**src/rtl/midi_parser_pkg.sv**
```systemverilog
package midi_parser_pkg;

  typedef enum logic [1:0] {
    ST_IDLE  = 2'd0,
    ST_DATA1 = 2'd1,
    ST_DATA2 = 2'd2,
    ST_EMIT  = 2'd3
  } parse_state_t;

  // Upper-nibble codes of status bytes that open a two-data-byte message
  function automatic logic kind_takes_two(input logic [3:0] hi);
    case (hi)
      4'h8, 4'h9, 4'hA, 4'hB, 4'hE: kind_takes_two = 1'b1;
      default:                      kind_takes_two = 1'b0;
    endcase
  endfunction

  // A note on whose velocity is zero is reported as a note off
  function automatic logic [3:0] reported_kind(input logic [3:0] hi, input logic [6:0] vel);
    if (hi == 4'h9 && vel == 7'd0) reported_kind = 4'h8;
    else                           reported_kind = hi;
  endfunction

endpackage

```
**src/rtl/midi_byte_class.sv**
```systemverilog
module midi_byte_class #(
  parameter int DATA_W = 7,
  localparam int BYTE_W = DATA_W + 1
) (
  input  logic [BYTE_W-1:0] byte_in,
  input  logic              byte_valid,
  output logic              ev_status_ok,
  output logic              ev_status_bad,
  output logic              ev_data
);
  import midi_parser_pkg::*;

  logic flag_msb;
  assign flag_msb = byte_in[BYTE_W-1];

  always_comb begin
    ev_data       = byte_valid && !flag_msb;
    ev_status_ok  = byte_valid && flag_msb &&  kind_takes_two(byte_in[BYTE_W-1 -: 4]);
    ev_status_bad = byte_valid && flag_msb && !kind_takes_two(byte_in[BYTE_W-1 -: 4]);
  end
endmodule

```
**src/rtl/midi_parse_fsm.sv**
```systemverilog
module midi_parse_fsm #(
  parameter int DATA_W = 7,
  localparam int BYTE_W = DATA_W + 1
) (
  input  logic                          clk,
  input  logic                          rst,
  input  logic [BYTE_W-1:0]             byte_in,
  input  logic                          ev_status_ok,
  input  logic                          ev_data,
  output midi_parser_pkg::parse_state_t state,
  output logic [BYTE_W-1:0]             status_q,
  output logic [DATA_W-1:0]             d1_q,
  output logic [DATA_W-1:0]             d2_q
);
  import midi_parser_pkg::*;

  parse_state_t nxt;

  always_comb begin
    nxt = state;
    if (ev_status_ok) begin
      nxt = ST_DATA1;
    end else if (ev_data) begin
      case (state)
        ST_DATA1, ST_EMIT: nxt = ST_DATA2;
        ST_DATA2:          nxt = ST_EMIT;
        default:           nxt = ST_IDLE;
      endcase
    end else if (state == ST_EMIT) begin
      nxt = ST_DATA1;
    end
  end

  always_ff @(posedge clk) begin
    if (rst) begin
      state    <= ST_IDLE;
      status_q <= '0;
      d1_q     <= '0;
      d2_q     <= '0;
    end else begin
      state <= nxt;
      if (ev_status_ok) status_q <= byte_in;
      if (ev_data && (state == ST_DATA1 || state == ST_EMIT)) d1_q <= byte_in[DATA_W-1:0];
      if (ev_data && state == ST_DATA2) d2_q <= byte_in[DATA_W-1:0];
    end
  end
endmodule

```
**src/rtl/midi_msg_fmt.sv**
```systemverilog
module midi_msg_fmt #(
  parameter int DATA_W = 7,
  localparam int BYTE_W = DATA_W + 1
) (
  input  midi_parser_pkg::parse_state_t state,
  input  logic [BYTE_W-1:0]             status_q,
  input  logic [DATA_W-1:0]             d1_q,
  input  logic [DATA_W-1:0]             d2_q,
  output logic [3:0]                    msg_kind,
  output logic [3:0]                    msg_chan,
  output logic [DATA_W-1:0]             msg_d1,
  output logic [DATA_W-1:0]             msg_d2,
  output logic                          msg_valid
);
  import midi_parser_pkg::*;

  always_comb begin
    msg_valid = (state == ST_EMIT);
    msg_kind  = reported_kind(status_q[BYTE_W-1 -: 4], d2_q);
    msg_chan  = status_q[3:0];
    msg_d1    = d1_q;
    msg_d2    = d2_q;
  end
endmodule

```
**src/rtl/midi_msg_parser.sv**
```systemverilog
module midi_msg_parser #(
  parameter int DATA_W = 7,
  localparam int BYTE_W = DATA_W + 1
) (
  input  logic              clk,
  input  logic              rst,
  input  logic [BYTE_W-1:0] byte_in,
  input  logic              byte_valid,
  output logic [3:0]        msg_kind,
  output logic [3:0]        msg_chan,
  output logic [DATA_W-1:0] msg_d1,
  output logic [DATA_W-1:0] msg_d2,
  output logic              msg_valid
);
  import midi_parser_pkg::*;

  logic              ev_status_ok;
  logic              ev_status_bad;
  logic              ev_data;
  parse_state_t      state;
  logic [BYTE_W-1:0] status_q;
  logic [DATA_W-1:0] d1_q;
  logic [DATA_W-1:0] d2_q;

  midi_byte_class #(.DATA_W(DATA_W)) u_class (
    .byte_in      (byte_in),
    .byte_valid   (byte_valid),
    .ev_status_ok (ev_status_ok),
    .ev_status_bad(ev_status_bad),
    .ev_data      (ev_data)
  );

  midi_parse_fsm #(.DATA_W(DATA_W)) u_fsm (
    .clk         (clk),
    .rst         (rst),
    .byte_in     (byte_in),
    .ev_status_ok(ev_status_ok),
    .ev_data     (ev_data),
    .state       (state),
    .status_q    (status_q),
    .d1_q        (d1_q),
    .d2_q        (d2_q)
  );

  midi_msg_fmt #(.DATA_W(DATA_W)) u_fmt (
    .state    (state),
    .status_q (status_q),
    .d1_q     (d1_q),
    .d2_q     (d2_q),
    .msg_kind (msg_kind),
    .msg_chan (msg_chan),
    .msg_d1   (msg_d1),
    .msg_d2   (msg_d2),
    .msg_valid(msg_valid)
  );
endmodule

```
**config.mk**
```make
export PLATFORM = sky130hd
export DESIGN_NAME = midi_msg_parser
export DESIGN_NICKNAME = d
export VERILOG_FILES = /design/src/rtl/midi_parser_pkg.sv /design/src/rtl/midi_byte_class.sv /design/src/rtl/midi_parse_fsm.sv /design/src/rtl/midi_msg_fmt.sv /design/src/rtl/midi_msg_parser.sv
export SDC_FILE = /design/constraint.sdc
export NUM_CORES = 1
export LEC_CHECK = 0
export ABC_AREA = 1
export BUFFER_PORTS_ARGS = -buffer_cell sky130_fd_sc_hd__buf_4
export CORE_AREA = 2 2 51 53
export CTS_CLUSTER_DIAMETER = 80
export DETAILED_ROUTE_END_ITERATION = 10
export DIE_AREA = 0 0 53 55
export HOLD_SLACK_MARGIN = 0.03
export MAX_ROUTING_LAYER = met4
export PLACE_DENSITY = 0.76
export SLEW_MARGIN = 40
export SYNTH_ARGS = -nofsm -noshare
export SYNTH_HDL_FRONTEND = slang
export SYNTH_SLANG_ARGS = --single-unit
```
**constraint.sdc**
```tcl
create_clock -name clk -period 1.8 [get_ports clk]
set_clock_uncertainty 0.05 [all_clocks]
set_input_delay 0.09 -clock clk [delete_from_list [all_inputs] [get_ports clk]]
set_output_delay 0.09 -clock clk [all_outputs]
set_load 0.01 [all_outputs]
```
# == Yosys cells after proc, flatten, opt, wreduce, memory -nomap -nowiden ==
# Cells that the tools add are included.
# word_totals
elab_cells,34
output_inout_bits,23
register_bits,24
input_bits,11
# classes
muxes,6
reduce_logical,14
n_eq_ne,9
# op_table
op,n
4-bit == test (second input constant),6
7-bit zero test,1
1-bit logical AND,6
5-bit OR reduction,1
2-bit == test (second input constant),2
2-bit two-way mux,2
4-bit two-way mux,1
2-bit case mux with 2 select lines,1
2-bit OR reduction,2
3-bit nonzero test,1
2-bit by 1-bit == test with 1-bit output (second input constant),1
1-bit two-way mux,2
2-bit nonzero test,1
1-bit zero test,1
1-bit logical OR,1

# == Logic depth before layout (Yosys ltp) ==
# depth
word_depth,5
ltp_mapped,7
mapped_depth_nobuf,7

# == Cells and area by module ==
# From an unflattened synthesis, not the netlist that was laid out.
# hier_totals
cells_unflattened,161
area_unflattened_um2,1119.8
# modules_own_cells
mod,seq_area_each_um2,area_per_inst_um2,cells_per_inst,instances
midi_parse_fsm,480.5,883.3,120,1
midi_msg_fmt,0.0,193.9,33,1
midi_byte_class,0.0,42.5,8,1

# == Worst setup path after synthesis ==
# OpenSTA, ideal clock, no wires.
# synth_timing
path_type,register to register
startpoint,register u_fsm.state[0]
endpoint,register u_fsm.d2_q[0]
stages_incl_launch_ff,7
setup_slack_ps,795
synth_period_minus_slack_ps,1005
setup_ps,116
t_arrival_ps,839
required_time_ps,1634
cell_sequence,dfxtp_1 -> buf_6 -> inv_1 -> nand3_4 -> clkinv_2 -> nor2_1 -> nor2_1
# synth_via
elab_chain_cells,2
# synth_rtl
element,line,rtl
start: declaration,midi_parse_fsm.sv:10,"output midi_parser_pkg::parse_state_t state,"
start signal: assignment,midi_parse_fsm.sv:41,state <= nxt;
2-bit == test,midi_parse_fsm.sv:44,if (ev_data && state == ST_DATA2) d2_q <= byte_in[DATA_W-1:0];
1-bit logical AND,midi_parse_fsm.sv:44,
end signal: assignment,midi_parse_fsm.sv:44,
end: declaration,midi_parse_fsm.sv:13,output logic [DATA_W-1:0] d2_q
# No other way between the ends.
# A chain may end at the register's enable or synchronous reset.

# == Worst setup path in the final report ==
# layout_timing
startpoint,register u_fsm.d2_q[1]
endpoint,output port msg_kind[0]
# layout_via
elab_chain_cells,3
# layout_rtl
element,line,rtl
7-bit zero test,midi_parser_pkg.sv:20,if (hi == 4'h9 && vel == 7'd0) reported_kind = 4'h8;
1-bit logical AND,midi_parser_pkg.sv:20,
4-bit two-way mux,midi_parser_pkg.sv:20,
end: declaration,midi_msg_parser.sv:9,"output logic [3:0] msg_kind,"
# No other way between the ends.

==> metrics.yaml <==
path_clk_slew_ps: 120
hold_violations: 0
clock_latency_ps: 310
timing.hold.ws_ps: 80.5
yosysTopAreaCellShare_pct: 48.0
die_area_um2: 2920
start_kind: "register"
num_io_pins: 34
finalSetupViolations: 0
overflow: 0
gp_congestion: 0.938
crit_path_start: "u_fsm.d2_q[1]"
nets: 177
max_slew_margin_pct: 78.8
cts_resized: 0
tightestPinTransition_ps: 317
hold_start: "byte_in[7]"
power_leakage_uw: 0.000602
regArea_um2: 480
multi_input_area_um2: 413
drtIter0Drc: 15
postCtsSetupRepairBufs: 0
rr_startpoint: "u_fsm.state[0]"
start_util_pct: 42.3
path_cells: "or2_2 -> nor2_1 -> a31oi_1 -> buf_4"
cp_slowest_stage_delay_ps: 350
vias_per_cell: 4.81
reg2reg_slack_ps: 540
final_util_pct: 56.8
dieWidth_um: 53
synth_cell_type_count: 20
numCtsBuffers: 3
drt-total-wl_um: 2320
slew_violations: 0
synth-seq-area-share_pct: 48.0
h-tree-depth: 1
std_cell_rows: 18
grt_pass1_vias: 849
dr.pass1.iters: 4
avgSynthCellArea_um2: 7.70
n_fill_cell: 224
grt_max_degree: 15
fp.dieH_um: 55
synth_top_area_cell: "dfxtp_1"
clock-sinks: 24
track_usage_pct: 18.4
finalCritPeriodShare_pct: 79.2
synth_area_um2: 1000
drive_above_1_share_pct: 28.5
grt_pass1_wl_um: 3710
p_per_area_nw_per_um2: 722
drc_errors: 0
portBuffers: 33
r2r_cells: 5
crit_type: "register to output port"
instances_no_fill: 195
cts-root-buf: "clkbuf_4"
syn_inst: 130
synth_seq_cells: 24
ant_nets: 0
crit_path_top_delay_cell: "dfxtp_1"
ir_worst_vdd_uv: 398
tns_ps: 0
design_area_um2: 1340
drv_cap: 0
cts_tree: "yes"
critical-path-top-delay-family: "simple AND/OR/NAND/NOR gates"
clockBufferDepth: 2
antenna_found_initial: 0
arrival_ps: 1290
diodes: 0
ys_warn_count: 0
routedWlPerCell_um: 11.9
worstPathRequired_ps: 1660
syn_to_final_growth_pct: 34.1
synth_area_leaders: "dfxtp_1 48%, nor2_1 12%, o21ai_0 7.0%"
cts_hold_buf: 7
cp.buffers_inverters: 1
hp-class: "input port to register"
dpl_cell_area_um2: 1230
status: "completed"
placedCellCount: 183
r2r-end: "u_fsm.d2_q[5]"
core_area_um2: 2360
syn_nets: 141
max_freq_ghz: 0.701
crit_path_end_kind: "output port"
endpoint: "msg_kind[0]"
dp_hpwl_um: 1750
vias: 938
worstPathMaxFanout: 3
rsz0062_at_grt: "false"
finalCriticalPeriod_ps: 1430
cp_num_cells: 4
## tightest hold or removal path, cell delays in order
cell	delay, ps
buf_4	120
nor2_8	60
nand3_1	60
a21oi_1	60
## cell usage in the layout (no fill, tap or decap), drive strengths merged
master / Yosys / routed
a31oi: 1 / 1
nand2: 17 / 17
dfxtp: 24 / 24
clkbuf: 5 / 4
a21oi: 9 / 9
clkinv: 2 / 2
o21ai: 14 / 14
or2: 1 / 1
a211oi: 1 / 1
inv: 9 / 9
nor2: 34 / 34
dlygate4sd3: 0 / 8
buf: 5 / 33
nand3: 8 / 8
## metrics by stage
step                worst slack (ps)  total power (µW)
global route                     296              1020
CTS                              372               974
global placement                 641               682
floorplan                        795               640
finish                           374               969
detailed placement               576               686
## cells by family (layout without fill, tap and decap cells)
family	after synthesis	after routing	share of synthesized area (%)
and+or+nand+nor	60	60	27.9
AOI/OAI and AO/OA	25	25	13.4
DFF	24	24	48.0
buffers and inverters	21	56	10.7
## worst min-delay path by stage
stage	end	slack, ps	cells past startpoint
detailed placement	u_fsm.state[1]	300	2
global route	u_fsm.d1_q[4]	60	4
finish	u_fsm.d1_q[0]	80	4
CTS	u_fsm.d1_q[6]	40	3
floorplan	u_fsm.d2_q[0]	200	2
global placement	u_fsm.state[1]	300	2
## per-layer routing
layer | GRT usage (%) | wire, µm | vias up
met4 | 7.69 | 29 | 0
met3 | 2.42 | 134 | 4
met5 | - | 0 | -
li1 | - | - | 476
met2 | 32.7 | 1150 | 33
met1 | 21.2 | 1000 | 425
## report_power, final
group	leakage, µW	internal (µW)	switching (µW)
clock network	0.0000210	124	158
logic	0.000386	62.4	68.2
registers	0.000195	546	11.0
## sequential cells by signal (all words and copies together), names as in the netlist
signal / count
u_fsm.d2_q: 7
u_fsm.d1_q: 7
u_fsm.status_q: 8
u_fsm.state: 2
## Yosys cell counts, drive strengths merged
| master | instances |
|---|---|
| a21oi | 9 |
| buf | 5 |
| nand3 | 8 |
| clkinv | 2 |
| nor2 | 34 |
| a31oi | 1 |
| dfxtp | 24 |
| or2 | 1 |
| a211oi | 1 |
| clkbuf | 5 |
| o21ai | 14 |
| inv | 9 |
| nand2 | 17 |
## layout make-up
type / instances / area share (%)
inverters: 11 / 3.54
clock buffers: 4 / 2.70
flip-flops and latches: 24 / 35.8
repair buffers: 41 / 24.4
well taps: 30 / 2.80
multi-input cells: 85 / 30.8
(Power assumes the default switching activity.)
